<file path="src/rtl/fes_pkg.sv">
// Package: shared types for the flash sector erase sequencer.
// Assumes: command bytes and unlock addresses are fixed by the device protocol.
package fes_pkg;

    // Classified meaning of one bus write
    typedef enum logic [2:0] {
        CMD_OTHER = 3'd0,
        CMD_UNLK1 = 3'd1,
        CMD_UNLK2 = 3'd2,
        CMD_SETUP = 3'd3,
        CMD_SECT  = 3'd4,
        CMD_SUSP  = 3'd5
    } fes_cmd_e;

    // Command interpreter states
    typedef enum logic [3:0] {
        ST_READ  = 4'd0,
        ST_U1    = 4'd1,
        ST_U2    = 4'd2,
        ST_SETUP = 4'd3,
        ST_U3    = 4'd4,
        ST_U4    = 4'd5,
        ST_WIN   = 4'd6,
        ST_ERS   = 4'd7,
        ST_SUSP  = 4'd8
    } fes_state_e;

    localparam logic [7:0] BYTE_UNLK1 = 8'hAA;
    localparam logic [7:0] BYTE_UNLK2 = 8'h55;
    localparam logic [7:0] BYTE_SETUP = 8'h80;
    localparam logic [7:0] BYTE_SECT  = 8'h30;
    localparam logic [7:0] BYTE_SUSP  = 8'hB0;

endpackage

</file>
<file path="src/rtl/fes_cmd_decode.sv">
// Module: fes_cmd_decode
// Classifies a write (low address bits plus data byte) into a command kind.
// Assumes: unlock addresses are matched on the low CMD_AW address bits only;
// the sector erase and suspend bytes are accepted at any address.
module fes_cmd_decode
    import fes_pkg::*;
#(
    parameter int CMD_AW = 12
) (
    input  logic [CMD_AW-1:0] cmd_addr,
    input  logic [7:0]        cmd_data,
    output fes_cmd_e          cmd_kind
);
    localparam logic [CMD_AW-1:0] ADR_A = CMD_AW'(12'h555);
    localparam logic [CMD_AW-1:0] ADR_B = CMD_AW'(12'h2AA);

    // Decode the write into one command kind
    always_comb begin
        cmd_kind = CMD_OTHER;
        if (cmd_data == BYTE_SECT)                               cmd_kind = CMD_SECT;
        else if (cmd_data == BYTE_SUSP)                          cmd_kind = CMD_SUSP;
        else if (cmd_addr == ADR_A && cmd_data == BYTE_UNLK1)    cmd_kind = CMD_UNLK1;
        else if (cmd_addr == ADR_B && cmd_data == BYTE_UNLK2)    cmd_kind = CMD_UNLK2;
        else if (cmd_addr == ADR_A && cmd_data == BYTE_SETUP)    cmd_kind = CMD_SETUP;
    end

endmodule

</file>
<file path="src/rtl/fes_timer.sv">
// Module: fes_timer
// Single down-counter shared by the accept window and the embedded erase.
// A load starts a run; expire is high in the last cycle of a run, so the
// consumer acts exactly WIN_CYC (or ERS_CYC) edges after the load edge.
// Assumes: both lengths are at least 1; load takes priority over stop.
module fes_timer #(
    parameter int WIN_CYC = 10000,
    parameter int ERS_CYC = 200000
) (
    input  logic clk,
    input  logic rst_n,
    input  logic ld_win,
    input  logic ld_ers,
    input  logic stop,
    output logic expire
);
    localparam int MAX_CYC = (WIN_CYC > ERS_CYC) ? WIN_CYC : ERS_CYC;
    localparam int CNT_W   = $clog2(MAX_CYC + 1);

    logic [CNT_W-1:0] cnt;
    logic             active;

    // Load, count down, or stop the shared counter
    always_ff @(posedge clk) begin
        if (!rst_n) begin
            cnt    <= '0;
            active <= 1'b0;
        end else if (ld_win) begin
            cnt    <= CNT_W'(WIN_CYC);
            active <= 1'b1;
        end else if (ld_ers) begin
            cnt    <= CNT_W'(ERS_CYC);
            active <= 1'b1;
        end else if (stop) begin
            active <= 1'b0;
        end else if (active) begin
            if (cnt == CNT_W'(1)) active <= 1'b0;
            else                  cnt    <= cnt - 1'b1;
        end
    end

    assign expire = active && (cnt == CNT_W'(1));

    // a running count never reaches zero
    cnt_live_chk: assert property (@(posedge clk) disable iff (!rst_n)
        active |-> (cnt != '0));

    // a window load starts a full-length run
    win_load_chk: assert property (@(posedge clk) disable iff (!rst_n)
        ld_win |=> (active && cnt == CNT_W'(WIN_CYC)));

endmodule

</file>
<file path="src/rtl/fes_sector_map.sv">
// Module: fes_sector_map
// Holds the pending-erase bitmap and the per-sector erased flags.
// Assumes: erased flags are only cleared by reset (no program path).
module fes_sector_map #(
    parameter int SEC_BITS = 3
) (
    input  logic                   clk,
    input  logic                   rst_n,
    input  logic                   q_add,
    input  logic [SEC_BITS-1:0]    q_sec,
    input  logic                   q_clear,
    input  logic                   commit,
    output logic [(1<<SEC_BITS)-1:0] pending,
    output logic [(1<<SEC_BITS)-1:0] erased
);
    localparam int NSEC = 1 << SEC_BITS;

    // Update the pending set: add, discard, or hand over on completion
    always_ff @(posedge clk) begin
        if (!rst_n)                pending <= '0;
        else if (q_clear || commit) pending <= '0;
        else if (q_add)            pending[q_sec] <= 1'b1;
    end

    // Mark queued sectors as erased when the embedded erase completes
    always_ff @(posedge clk) begin
        if (!rst_n)      erased <= '0;
        else if (commit) erased <= erased | pending;
    end

    // a queued sector is pending on the next cycle
    q_add_chk: assert property (@(posedge clk) disable iff (!rst_n)
        (q_add && !q_clear && !commit) |=> pending[$past(q_sec)]);

    // an erased flag never falls back
    erased_mono_chk: assert property (@(posedge clk) disable iff (!rst_n)
        ((erased & $past(erased)) == $past(erased)) || $past(!rst_n));

    // discarding empties the whole set
    q_clear_chk: assert property (@(posedge clk) disable iff (!rst_n)
        q_clear |=> (pending == NSEC'(0)));

endmodule

</file>
<file path="src/rtl/fes_ctrl_fsm.sv">
// Module: fes_ctrl_fsm
// Command interpreter: walks the six-write entry, runs the accept window,
// starts and supervises the embedded erase, and handles suspend.
// Assumes: wr_en is a one-cycle strobe; a write in the same cycle as a window
// expiry wins over the expiry.
module fes_ctrl_fsm
    import fes_pkg::*;
(
    input  logic       clk,
    input  logic       rst_n,
    input  logic       wr_en,
    input  fes_cmd_e   cmd,
    input  logic       expire,
    output fes_state_e state,
    output logic       ld_win,
    output logic       ld_ers,
    output logic       t_stop,
    output logic       q_add,
    output logic       q_clear,
    output logic       commit
);
    fes_state_e nxt;

    // Next state and control strobes
    always_comb begin
        nxt     = state;
        ld_win  = 1'b0;
        ld_ers  = 1'b0;
        t_stop  = 1'b0;
        q_add   = 1'b0;
        q_clear = 1'b0;
        commit  = 1'b0;
        unique case (state)
            ST_READ:  if (wr_en && cmd == CMD_UNLK1) nxt = ST_U1;
            ST_U1:    if (wr_en) nxt = (cmd == CMD_UNLK2) ? ST_U2    : ST_READ;
            ST_U2:    if (wr_en) nxt = (cmd == CMD_SETUP) ? ST_SETUP : ST_READ;
            ST_SETUP: if (wr_en) nxt = (cmd == CMD_UNLK1) ? ST_U3    : ST_READ;
            ST_U3:    if (wr_en) nxt = (cmd == CMD_UNLK2) ? ST_U4    : ST_READ;
            ST_U4: begin
                if (wr_en) begin
                    if (cmd == CMD_SECT) begin
                        nxt    = ST_WIN;
                        q_add  = 1'b1;
                        ld_win = 1'b1;
                    end else begin
                        nxt = ST_READ;
                    end
                end
            end
            ST_WIN: begin
                if (wr_en) begin
                    if (cmd == CMD_SECT) begin
                        q_add  = 1'b1;
                        ld_win = 1'b1;
                    end else if (cmd == CMD_SUSP) begin
                        nxt    = ST_SUSP;
                        t_stop = 1'b1;
                    end else begin
                        nxt     = ST_READ;
                        q_clear = 1'b1;
                        t_stop  = 1'b1;
                    end
                end else if (expire) begin
                    nxt    = ST_ERS;
                    ld_ers = 1'b1;
                end
            end
            ST_ERS: begin
                if (wr_en && cmd == CMD_SUSP) begin
                    nxt    = ST_SUSP;
                    t_stop = 1'b1;
                end else if (expire) begin
                    nxt    = ST_READ;
                    commit = 1'b1;
                end
            end
            ST_SUSP:  nxt = ST_SUSP;
            default:  nxt = ST_READ;
        endcase
    end

    // State register
    always_ff @(posedge clk) begin
        if (!rst_n) state <= ST_READ;
        else        state <= nxt;
    end

    // a wrong second entry write falls back to array mode
    entry_abort_chk: assert property (@(posedge clk) disable iff (!rst_n)
        (state == ST_U1 && wr_en && cmd != CMD_UNLK2) |=> (state == ST_READ));

    // a stray write inside the window aborts
    stray_abort_chk: assert property (@(posedge clk) disable iff (!rst_n)
        (state == ST_WIN && wr_en && cmd != CMD_SECT && cmd != CMD_SUSP)
        |=> (state == ST_READ));

    // foreign writes during the erase leave it running
    erase_ignore_chk: assert property (@(posedge clk) disable iff (!rst_n)
        (state == ST_ERS && wr_en && cmd != CMD_SUSP && !expire) |=> (state == ST_ERS));

    // a suspended machine stays suspended
    susp_hold_chk: assert property (@(posedge clk) disable iff (!rst_n)
        (state == ST_SUSP) |=> (state == ST_SUSP));

endmodule

</file>
<file path="src/rtl/flash_erase_seq.sv">
// Module: flash_erase_seq (top)
// Sector erase command sequencer: decodes bus writes, queues sectors during
// the accept window, runs a counted embedded erase and serves array or
// status reads. Assumes: address = {sector, command offset}; writes and
// reads are one-cycle strobes; rd_data is combinational from addr.
module flash_erase_seq
    import fes_pkg::*;
#(
    parameter int SEC_BITS  = 3,
    parameter int CMD_AW    = 12,
    parameter int ADDR_W    = CMD_AW + SEC_BITS,
    parameter int WIN_CYC   = 10000,
    parameter int ERASE_CYC = 200000
) (
    input  logic              clk,
    input  logic              rst_n,
    input  logic              wr_en,
    input  logic [ADDR_W-1:0] addr,
    input  logic [7:0]        wdata,
    input  logic              rd_en,
    output logic [7:0]        rd_data,
    output logic              ready
);
    localparam int NSEC = 1 << SEC_BITS;

    fes_cmd_e            cmd;
    fes_state_e          state;
    logic                ld_win, ld_ers, t_stop, expire;
    logic                q_add, q_clear, commit;
    logic [NSEC-1:0]     pending, erased;
    logic [SEC_BITS-1:0] sec;
    logic                busy_view;
    logic                tog6, tog2;

    assign sec = addr[ADDR_W-1 -: SEC_BITS];

    fes_cmd_decode #(.CMD_AW(CMD_AW)) u_dec (
        .cmd_addr (addr[CMD_AW-1:0]),
        .cmd_data (wdata),
        .cmd_kind (cmd)
    );

    fes_ctrl_fsm u_fsm (
        .clk     (clk),
        .rst_n   (rst_n),
        .wr_en   (wr_en),
        .cmd     (cmd),
        .expire  (expire),
        .state   (state),
        .ld_win  (ld_win),
        .ld_ers  (ld_ers),
        .t_stop  (t_stop),
        .q_add   (q_add),
        .q_clear (q_clear),
        .commit  (commit)
    );

    fes_timer #(.WIN_CYC(WIN_CYC), .ERS_CYC(ERASE_CYC)) u_tmr (
        .clk    (clk),
        .rst_n  (rst_n),
        .ld_win (ld_win),
        .ld_ers (ld_ers),
        .stop   (t_stop),
        .expire (expire)
    );

    fes_sector_map #(.SEC_BITS(SEC_BITS)) u_map (
        .clk     (clk),
        .rst_n   (rst_n),
        .q_add   (q_add),
        .q_sec   (sec),
        .q_clear (q_clear),
        .commit  (commit),
        .pending (pending),
        .erased  (erased)
    );

    assign busy_view = (state == ST_WIN) || (state == ST_ERS);
    assign ready     = (state != ST_ERS);

    // Advance the toggle bits on each status read
    always_ff @(posedge clk) begin
        if (!rst_n) begin
            tog6 <= 1'b0;
            tog2 <= 1'b0;
        end else if (rd_en && busy_view) begin
            tog6 <= ~tog6;
            if (pending[sec]) tog2 <= ~tog2;
        end
    end

    // Select status byte or array data for the addressed sector
    always_comb begin
        if (busy_view) rd_data = {1'b0, tog6, 2'b00, (state == ST_ERS), tog2, 2'b00};
        else           rd_data = erased[sec] ? 8'hFF : 8'h00;
    end

    // a sector write in the window keeps it open and ready high
    restart_chk: assert property (@(posedge clk) disable iff (!rst_n)
        (state == ST_WIN && wr_en && cmd == CMD_SECT) |=> (state == ST_WIN && ready));

    // a read while busy reports bit 7 low and bit 3 high
    busy_status_chk: assert property (@(posedge clk) disable iff (!rst_n)
        (!ready && rd_en) |-> (rd_data[7] == 1'b0 && rd_data[3] == 1'b1));

    // each status read inverts bit 6
    poll_toggle_chk: assert property (@(posedge clk) disable iff (!rst_n)
        (busy_view && rd_en) |=> (tog6 != $past(tog6)));

    // the pending set is frozen while the erase runs
    ers_freeze_chk: assert property (@(posedge clk) disable iff (!rst_n)
        (state == ST_ERS && !expire) |=> $stable(pending));

endmodule

</file>
<file path="config.mk">
export PLATFORM = sky130hd
export DESIGN_NAME = flash_erase_seq
export DESIGN_NICKNAME = d
export VERILOG_FILES = /design/src/rtl/fes_pkg.sv /design/src/rtl/fes_cmd_decode.sv /design/src/rtl/fes_timer.sv /design/src/rtl/fes_sector_map.sv /design/src/rtl/fes_ctrl_fsm.sv /design/src/rtl/flash_erase_seq.sv
export SDC_FILE = /design/constraint.sdc
export NUM_CORES = 1
export LEC_CHECK = 0
export BUFFER_PORTS_ARGS = -buffer_cell sky130_fd_sc_hd__buf_4
export CORE_MARGIN = 1
export CORE_UTILIZATION = 40
export DETAILED_ROUTE_END_ITERATION = 10
export GPL_TIMING_DRIVEN = 0
export PLACE_DENSITY = 0.56
export REMOVE_ABC_BUFFERS = 1
export SLEW_MARGIN = 20
export SYNTH_ARGS = -nofsm -noshare
export SYNTH_HDL_FRONTEND = slang
export SYNTH_SLANG_ARGS = --single-unit
</file>
<file path="constraint.sdc">
create_clock -name clk -period 2.83 [get_ports clk]
set_input_delay 0.566 -clock clk [delete_from_list [all_inputs] [get_ports clk]]
set_output_delay 0.566 -clock clk [all_outputs]
set_load 0.02 [all_outputs]
</file>
==> results.rst, run 1 <==
.. list-table::
   :header-rows: 1

   * - Metric
     - Value
   * - Outcome
     - completed
   * - Number of antenna violations at the first check in global routing
     - 0
   * - Starting density of the core
     - 0.423
   * - Area of the core
     - 5610 um2
   * - Diode insertion count for antenna repair
     - 0
   * - Cell Count Post-Placement
     - 380
   * - Routed Antenna Nets
     - 0
   * - Final estimated routing congestion in global placement
     - 0.761
   * - Post-synth top flop
     - sky130_fd_sc_hd__dfxtp_1
   * - Unique cell type count in the Yosys netlist
     - 56
   * - Average routed wire per standard cell
     - 14.4 um
   * - Worst clock skew
     - 5.90 ps
   * - Number of top-level design ports
     - 36
   * - Placement Rows
     - 27
   * - CTS Buffer Depth
     - 2
   * - Crit path launch type
     - primary input
   * - Cts bufs inserted
     - 5
   * - Total routed wirelength
     - 5590 um
   * - Number of synthesized flops with an enable pin
     - 0
   * - Post-DR vias/cell
     - 5.52
   * - MaxCap Viol Count
     - 0
   * - Number of register bits inferred by synthesis
     - 41
   * - Cell count after synthesis
     - 289
   * - Mean area per synthesized cell
     - 8.20 um2
   * - Later-pin clock latency in the skew report
     - 290 ps
   * - Number of global-route vias before repair
     - 1,965
   * - Most common library cell in the layout ignoring fill and taps
     - sky130_fd_sc_hd__dfxtp_1
   * - Y dimension of the die
     - 79.0 um
   * - Number of DRC markers after the initial detailed-route iteration
     - 123
   * - H-Tree Level Count
     - 2
   * - Nature of the critical path endpoint
     - flop
   * - Area delta synth->final
     - 15.1%
   * - Overall power of the completed layout
     - 1.06 mW
   * - Critical setup path kind
     - primary input to flop
   * - Crit path time final
     - 2630 ps
   * - Die Span X
     - 79.0 um
   * - Crit path required time
     - 3050 ps
   * - Number of setup buffers added after CTS
     - 0
   * - Max transition margin
     - 0.541
   * - Number of gates resized after CTS
     - 0
   * - Final period util
     - 0.931
   * - Worst vdd ir
     - 0.000261 V
   * - DRC
     - 0
   * - Cts hold-fix bufs
     - 0
   * - Number of pins exceeding their max-slew limit in the final report
     - 0
   * - Pwr per Cell Area
     - 389 nW/um2
   * - Cell Area, Synth
     - 2370 um2
   * - Total number of vias
     - 2,141
   * - Largest net degree at the start of global routing
     - 21
   * - Filler-free cell count of the finished design
     - 388
   * - Total grt overflow
     - 0
   * - Drt pass-1 iters
     - 4
   * - Endpoints failing hold
     - 0
   * - Setup repair after global routing missed its margin
     - yes
   * - Portion of the post-synthesis area used by sequential elements
     - 0.346
   * - Critical path data arrival time
     - 2850 ps
   * - Place WS
     - -96.7 ps
   * - Commonest non-fill, non-tap cells in the layout
     - sky130_fd_sc_hd__dfxtp_1 (41), sky130_fd_sc_hd__buf_4 (35), sky130_fd_sc_hd__a21oi_1 (28)
   * - Final Worst Setup Slack
     - 196 ps
   * - CTS tree
     - done
   * - Die footprint
     - 6240 um2
   * - Crit path max fanout
     - 16
   * - Tightest Pin Transition
     - 687 ps
   * - Clock Pin Slew Worst Setup and Hold Paths
     - 80 ps
   * - Maximum frequency from static timing analysis
     - 380 MHz
   * - YS warnings
     - 0
   * - Worst hold-check path type
     - flop to flop
   * - Clock tree sinks
     - 41
   * - GRT Resource Usage Total
     - 0.188
   * - Leak pwr
     - 1.08 nW
   * - Share of flip-flops with an asynchronous set or reset
     - 0
   * - Wire length of the first global-routing pass
     - 9320 um
   * - Post-DP HPWL
     - 4170 um
   * - Fraction of layout instances using a drive strength above 1
     - 0.174
   * - Final #Nets
     - 344
   * - Final standard cell utilization of the core
     - 0.487
   * - # setup viols final
     - 0
   * - Library cell used as clock root buffer
     - sky130_fd_sc_hd__clkbuf_8
   * - Buffers added on ports
     - 35
   * - Final setup TNS
     - 0 ps
-- worst paths after layout --
path,startpoint,end,slack (ps),cells after the start
worst min register to register,u_map.pending[0]$_SDFFE_PP0P_,u_map.pending[0]$_SDFFE_PP0P_,470,2
worst max-delay path,wdata[1],u_tmr.cnt[12]$_SDFFE_PP0P_,200,7
worst min-delay path,u_map.pending[0]$_SDFFE_PP0P_,u_map.pending[0]$_SDFFE_PP0P_,470,2
worst max register to register,u_tmr.cnt[0]$_SDFFE_PP0P_,u_map.pending[6]$_SDFFE_PP0P_,200,7
-- synthesized netlist by cell type (3+ instances only) --
library cell               instances  area (um2)
sky130_fd_sc_hd__a211oi_1          5        37.5
sky130_fd_sc_hd__a21boi_0          3        22.5
sky130_fd_sc_hd__a21oi_1          28         140
sky130_fd_sc_hd__and2_1            7        43.8
sky130_fd_sc_hd__and3_1            7        43.8
sky130_fd_sc_hd__buf_4             4        30.0
sky130_fd_sc_hd__clkbuf_1         10        37.5
sky130_fd_sc_hd__dfxtp_1          41         821
sky130_fd_sc_hd__inv_1            10        37.5
sky130_fd_sc_hd__nand2_1           9        33.8
sky130_fd_sc_hd__nand2b_1          4        25.0
sky130_fd_sc_hd__nand3_1          10        50.1
sky130_fd_sc_hd__nand4_1           3        18.8
sky130_fd_sc_hd__nor2_1           27         101
sky130_fd_sc_hd__nor2b_1          16         100
sky130_fd_sc_hd__nor3_1           10        50.1
sky130_fd_sc_hd__nor4_1            9        56.3
sky130_fd_sc_hd__nor4b_1           4        35.0
sky130_fd_sc_hd__nor4bb_1          3        30.0
sky130_fd_sc_hd__o21a_1            4        30.0
sky130_fd_sc_hd__o21ai_0           6        30.0
sky130_fd_sc_hd__or3_1             4        25.0
sky130_fd_sc_hd__or3_2             4        30.0
sky130_fd_sc_hd__xnor2_1          13         114
-- cells by family (layout without fill, tap and decap cells) --
logic type | Yosys count | after routing | synth area share
adder cells (fa/ha/maj) | 2 | 2 | 0.0106
XOR/XNOR | 15 | 15 | 0.0554
multiplexers | 2 | 2 | 0.00844
AO/OA/AOI/OAI | 66 | 66 | 0.183
flip-flops | 41 | 41 | 0.346
buffers and inverters | 26 | 53 | 0.0486
AND/OR/NAND/NOR | 137 | 137 | 0.348
-- through the flow --
stage / hold WS (ps) / cell area [um2]
CTS: 476 / 2730
global placement: 466 / 2650
finish: 469 / 2730
global route: 513 / 2730
detailed placement: 465 / 2650
floorplan: 440 / 2290
-- per-layer routing --
| layer | part of all wire | vias to the layer above | track usage |
|---|---|---|---|
| li1 | - | 1107 | - |
| met1 | 0.50 | 984 | 0.260 |
| met2 | 0.44 | 44 | 0.294 |
| met4 | 0.010 | 0 | 0.0545 |
| met5 | 0 | - | 0 |
| met3 | 0.048 | 6 | 0.0402 |
-- worst max-delay path: stages --
cell	delay, ps
sky130_fd_sc_hd__buf_4	120
sky130_fd_sc_hd__nor4b_2	470
sky130_fd_sc_hd__and3_1	320
sky130_fd_sc_hd__o221ai_4	240
sky130_fd_sc_hd__or4_4	580
sky130_fd_sc_hd__or4_1	410
sky130_fd_sc_hd__a21oi_1	140
-- flip-flops by register name, indices dropped and copies added, names as in the netlist --
name	cells
tog2	1
tog6	1
u_fsm.state	4
u_map.erased	8
u_map.pending	8
u_tmr.active	1
u_tmr.cnt	18
-- cell type report --
type                            count  area [um2]
Inverter                           10        37.5
Clock buffer                        6        72.6
Multi-Input combinational cell    222        1440
Timing Repair Buffer               35         263
Clock inverter                      2        10.0
Tap cell                           72        90.1
Sequential cell                    41         821
Fill cell                         596        2880
-- where the power goes --
| group | total, mW | internal (mW) | switching [mW] |
|---|---|---|---|
| Sequential | 0.580 | 0.577 | 0.00300 |
| Combinational | 0.106 | 0.0517 | 0.0542 |
| Clock | 0.376 | 0.171 | 0.205 |
| Total | 1.06 | 0.800 | 0.262 |
No activity file was read; power rests on OpenSTA's default activity.
==> run 2: changes to the inputs <==
--- a/config.mk
+++ b/config.mk
@@ -10,7 +10,7 @@
 export CORE_UTILIZATION = 40
 export DETAILED_ROUTE_END_ITERATION = 10
 export GPL_TIMING_DRIVEN = 0
-export PLACE_DENSITY = 0.56
+export PLACE_DENSITY = 0.63
 export REMOVE_ABC_BUFFERS = 1
 export SLEW_MARGIN = 20
 export SYNTH_ARGS = -nofsm -noshare
==> run 2 against run 1 <==
  * Die area stayed put
  * Largest cell class unchanged
  * Global-route usage is 0.45 points lower
  * Design area rose by 0.41%
  * First-iteration DRC count down 24%
==> results.rst, run 2 (same netlist as run 1, synthesis figures left out) <==
.. list-table::
   :header-rows: 1

   * - Metric
     - Value
   * - Total number of vias
     - 2,154
   * - Cell with the biggest individual delay on the critical path
     - sky130_fd_sc_hd__or4_4
   * - Buffers added on ports
     - 35
   * - Number of top-level design ports
     - 36
   * - Crit path required time
     - 3050 ps
   * - Worst hold-check path type
     - flop to flop
   * - Wire length of the first global-routing pass
     - 9200 um
   * - Filler-free cell count of the finished design
     - 388
   * - Largest incremental delay on the critical path
     - 580 ps
   * - Post-Route Hold Slack
     - 478 ps
   * - CTS tree
     - done
   * - Number of setup buffers added after CTS
     - 0
   * - Global routing usage on met1
     - 0.246
   * - Cell breakdown of the critical path
     - buf_4 > nor4b_2 > and3_1 > o221ai_4 > or4_4 > or4_1 > a21oi_1
   * - Later-pin clock latency in the skew report
     - 300 ps
   * - Largest register FFs
     - 18
   * - Nature of the critical path endpoint
     - flop
   * - Global route hottest layer
     - met2
   * - Cell Count Post-Placement
     - 380
   * - Number of pins exceeding their max-slew limit in the final report
     - 0
   * - DRC
     - 0
   * - Critical path data arrival time
     - 2870 ps
   * - GRT Resource Usage Total
     - 0.184
   * - Global Route met2 Usage
     - 0.295
   * - Overall power of the completed layout
     - 1.09 mW
   * - Crit path time final
     - 2650 ps
   * - Library cell used as clock root buffer
     - sky130_fd_sc_hd__clkbuf_8
   * - Drt pass-1 iters
     - 4
   * - Starting density of the core
     - 0.423
   * - Number of antenna violations at the first check in global routing
     - 0
   * - Placement-stage cell area
     - 2650 um2
   * - Diode insertion count for antenna repair
     - 0
   * - Final estimated routing congestion in global placement
     - 0.821
   * - Total routed wirelength
     - 5460 um
   * - CTS Buffer Depth
     - 2
   * - Post-DR vias/cell
     - 5.55
   * - Global-route met3 utilization
     - 0.0356
   * - Final #Nets
     - 344
   * - Final period util
     - 0.937
   * - Max transition margin
     - 0.469
   * - Final-layout fill cell count
     - 568
   * - Leak pwr
     - 1.08 nW
   * - Cells on Worst Hold Path
     - 2
   * - Largest net degree at the start of global routing
     - 21
   * - # setup viols final
     - 0
   * - H-Tree Level Count
     - 2
   * - Registers with the highest flip-flop counts
     - u_tmr.cnt x18, u_map.erased x8, u_map.pending x8
   * - Die Span X
     - 79.0 um
   * - Area of the core
     - 5610 um2
   * - Number of gates resized after CTS
     - 0
   * - Summed area of non-filler cells in the final layout
     - 2740 um2
   * - Commonest non-fill, non-tap cells in the layout
     - sky130_fd_sc_hd__dfxtp_1 (41), sky130_fd_sc_hd__buf_4 (35), sky130_fd_sc_hd__a21oi_1 (28)
   * - Average routed wire per standard cell
     - 14.1 um
   * - Post-DP HPWL
     - 4030 um
   * - Worst Reg2Reg Path Length in Cells
     - 7
   * - MaxCap Viol Count
     - 0
   * - Outcome
     - completed
   * - Pwr per Cell Area
     - 398 nW/um2
   * - Die footprint
     - 6240 um2
   * - Y dimension of the die
     - 79.0 um
   * - Area delta synth->final
     - 15.6%
   * - Cts hold-fix bufs
     - 0
   * - Placement Rows
     - 27
   * - Fraction of layout instances using a drive strength above 1
     - 0.177
   * - Endpoints failing hold
     - 0
   * - Tightest Pin Transition
     - 796 ps
   * - Top register by number of flip-flops
     - u_tmr.cnt
   * - Setup repair after global routing missed its margin
     - no
   * - Worst clock skew
     - 7.44 ps
   * - Crit path max fanout
     - 16
   * - Number of global-route vias before repair
     - 1,988
   * - Most common library cell in the layout ignoring fill and taps
     - sky130_fd_sc_hd__dfxtp_1
   * - Clock Pin Slew Worst Setup and Hold Paths
     - 90 ps
   * - Cts bufs inserted
     - 5
   * - Clock tree sinks
     - 41
   * - Maximum frequency from static timing analysis
     - 377 MHz
   * - Critical setup path kind
     - primary input to flop
   * - Total grt overflow
     - 0
   * - Routed Antenna Nets
     - 0
   * - Crit path launch type
     - primary input
   * - Number of DRC markers after the initial detailed-route iteration
     - 94
   * - Worst vdd ir
     - 0.000384 V
[run 2: final cells by class]
cell class / count / area (um2) / area share
clock inverter: 3 / 25.0 / 0.00913
tap: 72 / 90.1 / 0.0329
multi-input combinational: 222 / 1440 / 0.524
sequential: 41 / 821 / 0.300
inverter: 10 / 37.5 / 0.0137
timing repair buffer: 35 / 263 / 0.0959
clock buffer: 5 / 68.8 / 0.0251
[run 2: where the power goes]
part | switching, mW | internal, mW | leakage (nW)
sequential | 0.00282 | 0.577 | 0.330
combinational | 0.0542 | 0.0517 | 0.706
clock | 0.225 | 0.178 | 0.0447
[run 2: path summary, 6_finish.rpt]
check / startpoint / to / slack, ps
max: wdata[1] / u_tmr.cnt[12]$_SDFFE_PP0P_ / 180
min: u_map.pending[0]$_SDFFE_PP0P_ / u_map.pending[0]$_SDFFE_PP0P_ / 480
max reg2reg: u_tmr.cnt[0]$_SDFFE_PP0P_ / u_map.pending[5]$_SDFFE_PP0P_ / 190
min reg2reg: u_map.pending[0]$_SDFFE_PP0P_ / u_map.pending[0]$_SDFFE_PP0P_ / 480
[run 2: metal layers]
metal  routed length (um)  vias up
met4                   68        0
met2                 2460       45
met1                 2700      996
li1                     -     1107
met5                    0        -
met3                  238        6
[run 2: worst max-delay path, delay by kind of cell]
| kind | cells | cell delay (ps) |
|---|---|---|
| buffers and inverters | 1 | 120 |
| AND/OR/NAND/NOR | 4 | 1790 |
| AO/OA/AOI/OAI | 2 | 390 |
[run 2: per-stage QoR]
stage	util	setup TNS (ps)	setup WS, ps
after floorplan	-	-1190	-353
after global placement	0.472	-89.2	-89.2
after detailed placement	0.472	-111	-111
after CTS	0.489	0	170
after global routing	0.489	0	21.0
final	0.489	0	178
